===== src/rtl/rpr_pkg.sv =====
package rpr_pkg;

  // number of points in one transform
  localparam int NPT = 4;

  // per-output verdict of the voter
  typedef enum logic [1:0] {
    PICK_FULL = 2'd0,
    PICK_RED  = 2'd1,
    PICK_KEEP = 2'd2
  } pick_e;

endpackage


===== src/rtl/rpr_fft4_core.sv =====
// Four-point radix-4 DIF butterfly on real samples, twiddles 1 and -j only.
// Output slots: X0, X2, X1, X3 (bit-reversed); every component wraps at W bits.
module rpr_fft4_core #(
  parameter int W = 6
) (
  input  logic [rpr_pkg::NPT*W-1:0]   x,
  output logic [rpr_pkg::NPT*2*W-1:0] y
);
  localparam int OW = 2 * W;

  logic [W-1:0] x0, x1, x2, x3;
  logic [W-1:0] sum02, dif02, sum13, dif13;

  always_comb begin
    x0    = x[0*W +: W];
    x1    = x[1*W +: W];
    x2    = x[2*W +: W];
    x3    = x[3*W +: W];
    sum02 = x0 + x2;
    dif02 = x0 - x2;
    sum13 = x1 + x3;
    dif13 = x1 - x3;

    y = '0;
    y[0*OW +: W]     = sum02 + sum13;       // X0 real
    y[1*OW +: W]     = sum02 - sum13;       // X2 real
    y[2*OW +: W]     = dif02;               // X1 real
    y[2*OW + W +: W] = W'(0) - dif13;       // X1 imag (times -j)
    y[3*OW +: W]     = dif02;               // X3 real
    y[3*OW + W +: W] = dif13;               // X3 imag (times +j)
  end
endmodule


===== src/rtl/rpr_vote.sv =====
// Threshold voter for one complex output.
module rpr_vote #(
  parameter int W  = 6,
  parameter int RW = 3
) (
  input  logic [2*W-1:0]  fp,
  input  logic [2*RW-1:0] ra,
  input  logic [2*RW-1:0] rb,
  input  logic [W-1:0]    th,
  output logic [2*W-1:0]  y,
  output logic            corr,
  output logic            unc
);
  import rpr_pkg::*;

  localparam int PAD = W - RW;

  logic [W-1:0] wide_re, wide_im;
  logic [W-1:0] diff_re, diff_im;
  logic [W-1:0] mag_re, mag_im;
  logic         suspect, agree;
  pick_e        pick;

  always_comb begin
    wide_re = {ra[RW-1:0], {PAD{1'b0}}};
    wide_im = {ra[2*RW-1:RW], {PAD{1'b0}}};
    diff_re = fp[W-1:0] - wide_re;
    diff_im = fp[2*W-1:W] - wide_im;
    mag_re  = diff_re[W-1] ? W'(0) - diff_re : diff_re;
    mag_im  = diff_im[W-1] ? W'(0) - diff_im : diff_im;
    suspect = (mag_re >= th) || (mag_im >= th);
    agree   = (ra == rb);

    if (!suspect)   pick = PICK_FULL;
    else if (agree) pick = PICK_RED;
    else            pick = PICK_KEEP;

    case (pick)
      PICK_RED: y = {wide_im, wide_re};
      default:  y = fp;
    endcase
    corr = (pick == PICK_RED);
    unc  = (pick == PICK_KEEP);
  end
endmodule


===== src/rtl/rpr_fft4_top.sv =====
module rpr_fft4_top #(
  parameter int DW = 6,
  parameter int RW = 3
) (
  input  logic                            clk,
  input  logic                            rst_n,
  input  logic                            in_valid,
  input  logic [rpr_pkg::NPT*DW-1:0]      in_samp,
  input  logic [DW-1:0]                   thresh,
  input  logic [rpr_pkg::NPT*2*DW-1:0]    inj_full,
  input  logic [rpr_pkg::NPT*2*RW-1:0]    inj_red,
  output logic                            out_valid,
  output logic [rpr_pkg::NPT*2*DW-1:0]    out_data,
  output logic [rpr_pkg::NPT-1:0]         out_corr,
  output logic [rpr_pkg::NPT-1:0]         out_unc
);
  localparam int NPT    = rpr_pkg::NPT;
  localparam int OW     = 2 * DW;
  localparam int ROW    = 2 * RW;
  localparam int NCOPY  = 2;

  // reset: asserted asynchronously, released after two clocks
  logic rst_meta_n, rst_core_n;
  always_ff @(posedge clk or negedge rst_n) begin
    if (!rst_n) begin
      rst_meta_n <= 1'b0;
      rst_core_n <= 1'b0;
    end else begin
      rst_meta_n <= 1'b1;
      rst_core_n <= rst_meta_n;
    end
  end

  // truncated samples
  logic [NPT*RW-1:0] red_in;
  for (genvar n = 0; n < NPT; n++) begin : g_trunc
    assign red_in[n*RW +: RW] = in_samp[n*DW + DW - RW +: RW];
  end

  // full-width path
  logic [NPT*OW-1:0] full_raw, full_hit;
  rpr_fft4_core #(.W(DW)) i_full (.x(in_samp), .y(full_raw));
  assign full_hit = full_raw ^ inj_full;

  // narrow copies
  logic [NPT*ROW-1:0] red_out [NCOPY];
  for (genvar c = 0; c < NCOPY; c++) begin : g_red
    rpr_fft4_core #(.W(RW)) i_red (.x(red_in), .y(red_out[c]));
  end

  logic [NPT*ROW-1:0] red_a, red_b;
  assign red_a = red_out[0];
  assign red_b = red_out[1] ^ inj_red;

  // per-output voters
  logic [NPT*OW-1:0] vote_data;
  logic [NPT-1:0]    vote_corr, vote_unc;
  for (genvar k = 0; k < NPT; k++) begin : g_vote
    rpr_vote #(.W(DW), .RW(RW)) i_vote (
      .fp   (full_hit[k*OW +: OW]),
      .ra   (red_a[k*ROW +: ROW]),
      .rb   (red_b[k*ROW +: ROW]),
      .th   (thresh),
      .y    (vote_data[k*OW +: OW]),
      .corr (vote_corr[k]),
      .unc  (vote_unc[k])
    );
  end

  // next state
  logic              nx_valid;
  logic              data_en;
  logic [NPT-1:0]    nx_corr, nx_unc;

  always_comb begin
    nx_valid = in_valid;
    data_en  = in_valid;
    nx_corr  = in_valid ? vote_corr : '0;
    nx_unc   = in_valid ? vote_unc  : '0;
  end

  // registers
  always_ff @(posedge clk or negedge rst_core_n) begin
    if (!rst_core_n) begin
      out_valid <= 1'b0;
      out_corr  <= '0;
      out_unc   <= '0;
    end else begin
      out_valid <= nx_valid;
      out_corr  <= nx_corr;
      out_unc   <= nx_unc;
    end
  end

  always_ff @(posedge clk or negedge rst_core_n) begin
    if (!rst_core_n)  out_data <= '0;
    else if (data_en) out_data <= vote_data;
  end
endmodule


===== config.mk =====
export PLATFORM = sky130hd
export DESIGN_NAME = rpr_fft4_top
export DESIGN_NICKNAME = d
export VERILOG_FILES = /design/src/rtl/rpr_pkg.sv /design/src/rtl/rpr_fft4_core.sv /design/src/rtl/rpr_vote.sv /design/src/rtl/rpr_fft4_top.sv
export SDC_FILE = /design/constraint.sdc
export NUM_CORES = 1
export LEC_CHECK = 0
export ABC_AREA = 1
export CORE_ASPECT_RATIO = 2
export CORE_UTILIZATION = 55
export DETAILED_ROUTE_END_ITERATION = 7
export DONT_BUFFER_PORTS = 1
export PLACE_DENSITY = 0.7
export SKIP_CTS_REPAIR_TIMING = 1
export SLEW_MARGIN = 10
export SYNTH_ARGS = -nofsm -noshare
export SYNTH_HDL_FRONTEND = slang
export SYNTH_HIERARCHICAL = 1
export SYNTH_SLANG_ARGS = --single-unit

===== constraint.sdc =====
create_clock -name clk -period 2.3 [get_ports clk]
set_input_delay 0.69 -clock clk [delete_from_list [all_inputs] [get_ports clk]]
set_output_delay 0.69 -clock clk [all_outputs]
set_load 0.1 [all_outputs]

==> results of run 1 <==
[where the power goes]
part           switching [uW]  internal [uW]
registers                74.0           1260
logic                    6900           4340
clock network             485           1090
total                    7460           6690
[flip-flops by register name (all words and copies together) (netlist names)]
signal / flops
rst_core_n: 1
out_data: 48
rst_meta_n: 1
out_valid: 1
out_corr: 4
out_unc: 4
[metrics by stage]
| stage | TNS, ps | instances | power, uW |
|---|---|---|---|
| global placement | -121470 | 2114 | 10650 |
| finish | -105790 | 2159 | 14150 |
| detailed placement | -125220 | 2114 | 10880 |
| global route | -116520 | 2159 | 15140 |
| floorplan | -102640 | 1716 | 8032 |
| CTS | -106400 | 2130 | 12490 |
[final timing paths]
kind / startpoint / endpoint / slack (ps) / cells past startpoint
hold reg to reg: rst_core_n / out_corr[0] / 80 / 0
hold / removal: rst_n / rst_core_n / 50 / 0
max in group asynchronous: rst_core_n / out_data[22] / 1530 / 1
setup / recovery: in_samp[18] / out_data[14] / -2180 / 26
min in group clk: rst_meta_n / rst_core_n / 360 / 0
setup reg to reg: out_data[13] / out_data[13] / 1400 / 3
[cell usage in the layout, fill, tap and decap left out, types with 3 or more instances in the layout]
master	Yosys	routed
o21ai_2	0	4
ha_1	109	90
nand3_1	75	59
o21ai_0	7	3
conb_1	4	25
nand4_1	12	12
nor2_1	50	30
nor2_8	3	3
fa_1	26	14
o21ai_1	14	13
nand2_2	13	116
nor2_4	1	22
xor2_1	41	32
inv_4	0	6
buf_6	7	18
inv_2	19	37
a21oi_1	18	5
bufinv_16	0	3
nor2_2	25	24
xor2_2	1	8
inv_1	386	359
xor2_4	4	6
a21oi_2	2	13
nand3_2	2	16
dfrtp_1	59	58
ha_4	0	15
xnor2_1	26	23
clkbuf_16	0	9
nand2_1	711	601
clkinv_1	3	3
clkinv_4	0	5
ha_2	0	4
buf_4	45	250
o21ai_4	4	5
fa_2	0	12
or2_1	3	3
nand2_4	2	9
[metal layers]
metal	share of wire [%]	GRT usage (%)	vias to the layer above
li1	-	-	5345
met1	32	26.75	4737
met2	54	59.86	317
met3	5.0	4.290	140
met4	9.6	27.33	0
met5	0	0	-
[cells by family after synthesis]
group,synth area share [%]
compound gates,3.317
xor+xnor,7.028
flops,14.55
other cells,0.1479
fa+ha+maj,18.57
simple gates,36.64
buf+inv,19.75
[cell type report]
class	count	area, sq um
multi-input combinational	1188	7811
fill	1419	4199
timing repair buffer	271	2135
inverter	412	1630
sequential	59	1478
tap	213	266.5
clock buffer	10	239.0
clock inverter	6	112.6
==> metrics.txt, run 1 <==
Fmax 223.4 MHz; Leakage 0.008386 uW; wirelength, routed 30920 microns; die extent in y 194.1 microns; Hold Crit Class in -> async; Initial DRT Pass Iterations 8; core box area 0.01787 sq mm; Initial Util 56.79%; post-synthesis cell count 1695; Die W 98.05 microns; register bit count reported by yosys 59; Synth async-reset ratio 100.0%; DP Wirelength 24930 microns; wire per inst 14.32 microns; nets 2181; delay-heaviest family, CP adder cells; ANT cells 0; via count 10.54k; area share of the largest cell type after synthesis 26.30%; Slowest cell on crit path fa_2; Final Hold Fails 0; Num Clock Sinks 59; dpl ws -2399 ps; main area contributors after synthesis nand2_1 26%, dfrtp_1 15%, inv_1 14%; post-synthesis sequential area ratio 14.55%; register clock-pin slew on the reported worst setup and hold paths 50 ps; Arr. time, crit path 4740 ps; vias in the first global route 10.24k; crit path max fanout 7; Congestion Overflow GR 0; Post-DP Area 0.01223 sq mm; root buf cell clkbuf_16; Post-synth EDFFs 0; fin crit period 4476 ps; Max-slew headroom 65.99%; CTS tree built; Post-route DRC 10; Final setup violation count 56; synth warn 6; TritonCTS buffer count 9; Unique masters post-synth 42; Crit Path Class in -> reg; initial antenna violation count 0; Worst path max stage delay 540 ps; crit-path most repeated cell nand2_1; DIE AREA 0.01903 sq mm; VDD IR max 0.7358 mV; Clk Latency, worst-skew pair 330 ps; Max Cap Viol 0; worst path buffer plus inverter count 3; Final Core Density 76.50%; critical path endpoint category flop; power per cell area 1035 mW/mm^2; Vias/cell 4.881; final hold slack 51.45 ps; H-tree Lvls 3; setup ws final -2176 ps; average cell area after synthesis 5.987 sq um; startpoint types primary input; FP Rows 69; first-pass GRT wire length 46010 microns; CTS Buffer Depth 2; status finished, violations left; Synth Flop Type dfrtp_1; RSZ-0062 raised after global routing yes; Clock Skew 3.714 ps; CP required 2570 ps; top-count cell post-synth nand2_1; final instance area 0.01367 sq mm; slew of the pin with the lowest slew margin 510.1 ps; Initial DRC Count 355; Placer Congestion 0.9493; Routed Antenna Nets 0; failing checks DRC, setup timing; gr usage total 30.97%; area growth from synthesis to layout 34.72%; Port Buf Inserts 0; largest net degree at the start of global routing 59; IO Count 162; Synth top cells by count 711 x nand2_1, 386 x inv_1, 109 x ha_1; largest area contributor in the netlist nand2_1; Max Slew Vio Count 0; Final period util 194.6%; Synth Cell Area 0.01015 sq mm; share of layout cells above drive strength 1 31.24%
No activity file was read; power rests on OpenSTA's default activity.
==> run 2, diff against run 1 <==
Settings changed: SLEW_MARGIN 10 to 20.
Clock period 2.3 ns to 4.3 ns, I/O delays scaled along.
==> metrics.txt, run 2 (synthesized netlist as in run 1, its figures left out) <==
vias in the first global route 9762 (was 10.24k); Die W 98.05 microns (unchanged); Clk Latency, worst-skew pair 330 ps (about the same); Max Slew Vio Count 0 (unchanged); Final period util 116.6%; critical path endpoint category flop (unchanged); Arr. time, crit path 5280 ps (was 4740 ps); gr usage total 30.07% (was 30.97%); TritonCTS buffer count 9 (unchanged); wirelength, routed 28820 microns (was 30920 microns); setup ws final -712.2 ps (was -2176 ps); crit-path most repeated cell nand2_1 (unchanged); Initial DRC Count 355 (unchanged); failing checks DRC, setup timing (unchanged); r2r endpoint out_data[43] (was out_data[13]); Vias/cell 4.874 (was 4.881); Initial DRT Pass Iterations 7 (was 8); Post-route DRC 10 (unchanged); Initial Util 56.79% (unchanged); hold endpoint rst_core_n; Hold Crit Class reg -> reg (was in -> async); final instance area 0.01278 sq mm (was 0.01367 sq mm); placed cell count 2002 (was 2114); Post-DP Area 0.01140 sq mm (was 0.01223 sq mm); share of layout cells above drive strength 1 26.55% (was 31.24%); commonest non-fill, non-tap cell in the layout nand2_1 (unchanged); P_sw 3832 uW (was 7464 uW); power per cell area 551.1 mW/mm^2 (was 1035 mW/mm^2); DP Wirelength 23850 microns (was 24930 microns); largest registers out_data x48, out_corr x4, out_unc x4 (unchanged); worst path buffer plus inverter count 7 (was 3); root buf cell clkbuf_16 (unchanged); Sw Ratio 54.41% (was 52.73%); Sequential Power Share 23.1% (was 9.4%); die extent in y 194.1 microns (unchanged); Final Hold Fails 0 (unchanged); Slowest cell on crit path fa_2 (unchanged); H-tree Lvls 3 (unchanged); startpoint types primary input (unchanged); dpl ws -1074 ps (was -2399 ps); delay-heaviest family, CP adder cells (unchanged); clock share of power 10.1% (was 11.1%); Routed Antenna Nets 0 (unchanged); Finished Layout Cells 2051 (was 2159); Max-slew headroom 33.76% (was 65.99%); Leakage 0.007841 uW (was 0.008386 uW); wire per inst 14.05 microns (was 14.32 microns); Placer Congestion 0.9590 (was 0.9493); largest net degree at the start of global routing 59 (unchanged); area growth from synthesis to layout 25.95% (was 34.72%); core box area 0.01787 sq mm (unchanged); Congestion Overflow GR 0 (unchanged); worst r2r path cells 2 (was 3); CTS Buffer Depth 2 (unchanged); slew of the pin with the lowest slew margin 993.6 ps (was 510.1 ps); R2R Path Start out_data[43] (was out_data[13]); DIE AREA 0.01903 sq mm (unchanged); fin crit period 5012 ps; internal power 3212 uW (was 6691 uW); register clock-pin slew on the reported worst setup and hold paths 50 ps (about the same); final hold slack 346.5 ps (was 51.45 ps); Max Cap Viol 0 (unchanged); fill count 1545 (was 1419); Crit Path Class in -> reg (unchanged); initial antenna violation count 0 (unchanged); Hold Path Depth 0; CP required 4570 ps (was 2570 ps); CTS tree built (unchanged); RSZ-0062 raised after global routing yes (unchanged); VDD IR max 0.2902 mV (was 0.7358 mV); ANT cells 0 (unchanged); Final setup violation count 56 (unchanged); Worst Hold Launch rst_meta_n; via count 9997 (was 10.54k); crit path max fanout 7 (unchanged); Final Core Density 71.53% (was 76.50%); nets 2073 (was 2181); most frequent cells in the layout 609 x nand2_1, 358 x inv_1, 148 x buf_4, 99 x nand2_2, 91 x ha_1 (was 601 x nand2_1, 359 x inv_1, 250 x buf_4, 116 x nand2_2, 90 x ha_1); Port Buf Inserts 0 (unchanged); status finished, violations left (unchanged); Clock Skew 5.647 ps (was 3.714 ps); Comb pwr share 66.8% (was 79.5%); flop2flop setup slack 2980 ps (was 1400 ps); Worst path max stage delay 390 ps (was 540 ps); Num Clock Sinks 59 (unchanged); IO Count 162 (unchanged); Largest register FFs 48 (unchanged); Fmax 199.5 MHz; first-pass GRT wire length 44790 microns (was 46010 microns); Biggest register out_data (unchanged); FP Rows 69 (unchanged)
## run 2: power by group through the flow
stage	Clock, uW	Combinational [uW]	Sequential [uW]
final	711	4700	1630
after global routing	748	5220	1640
after CTS	717	3870	1630
after detailed placement	0	3840	1640
after global placement	0	3750	1640
after floorplan	0	2690	1610
## run 2: per-stage QoR
stage / TNS [ps] / power [uW]
floorplan: -24320 / 4296
finish: -26310 / 7044
global route: -36720 / 7611
CTS: -30240 / 6215
global placement: -44140 / 5392
detailed placement: -48730 / 5478
## run 2: area by class of cell
class / count / area [sq um] / share of cell area, %
Clock buffer: 11 / 242.7 / 1.899
Clock inverter: 5 / 52.55 / 0.4111
Inverter: 412 / 1630 / 12.75
Multi-Input combinational cell: 1188 / 7802 / 61.04
Sequential cell: 59 / 1478 / 11.56
Tap cell: 213 / 266.5 / 2.085
Timing Repair Buffer: 163 / 1310 / 10.25
## run 2: worst max-delay path by stage
stage / from / endpoint / slack, ps / depth (start not counted)
2_1_floorplan: in_samp[0] / out_data[18] / -660 / 30
3_3_place_gp: in_samp[0] / out_data[12] / -960 / 30
3_5_place_dp: in_samp[0] / out_data[14] / -1070 / 31
4_1_cts: in_samp[0] / out_data[13] / -820 / 31
5_1_grt: in_samp[6] / out_data[1] / -900 / 30
6_report: in_samp[0] / out_data[1] / -710 / 29
## run 2: per-layer routing
metal	global-route usage, %	wire, microns	vias to the layer above
li1	-	-	5126
met4	22.28	2496	0
met3	5.083	1243	110
met5	0	0	-
met2	59.83	15800	255
met1	25.68	9271	4506
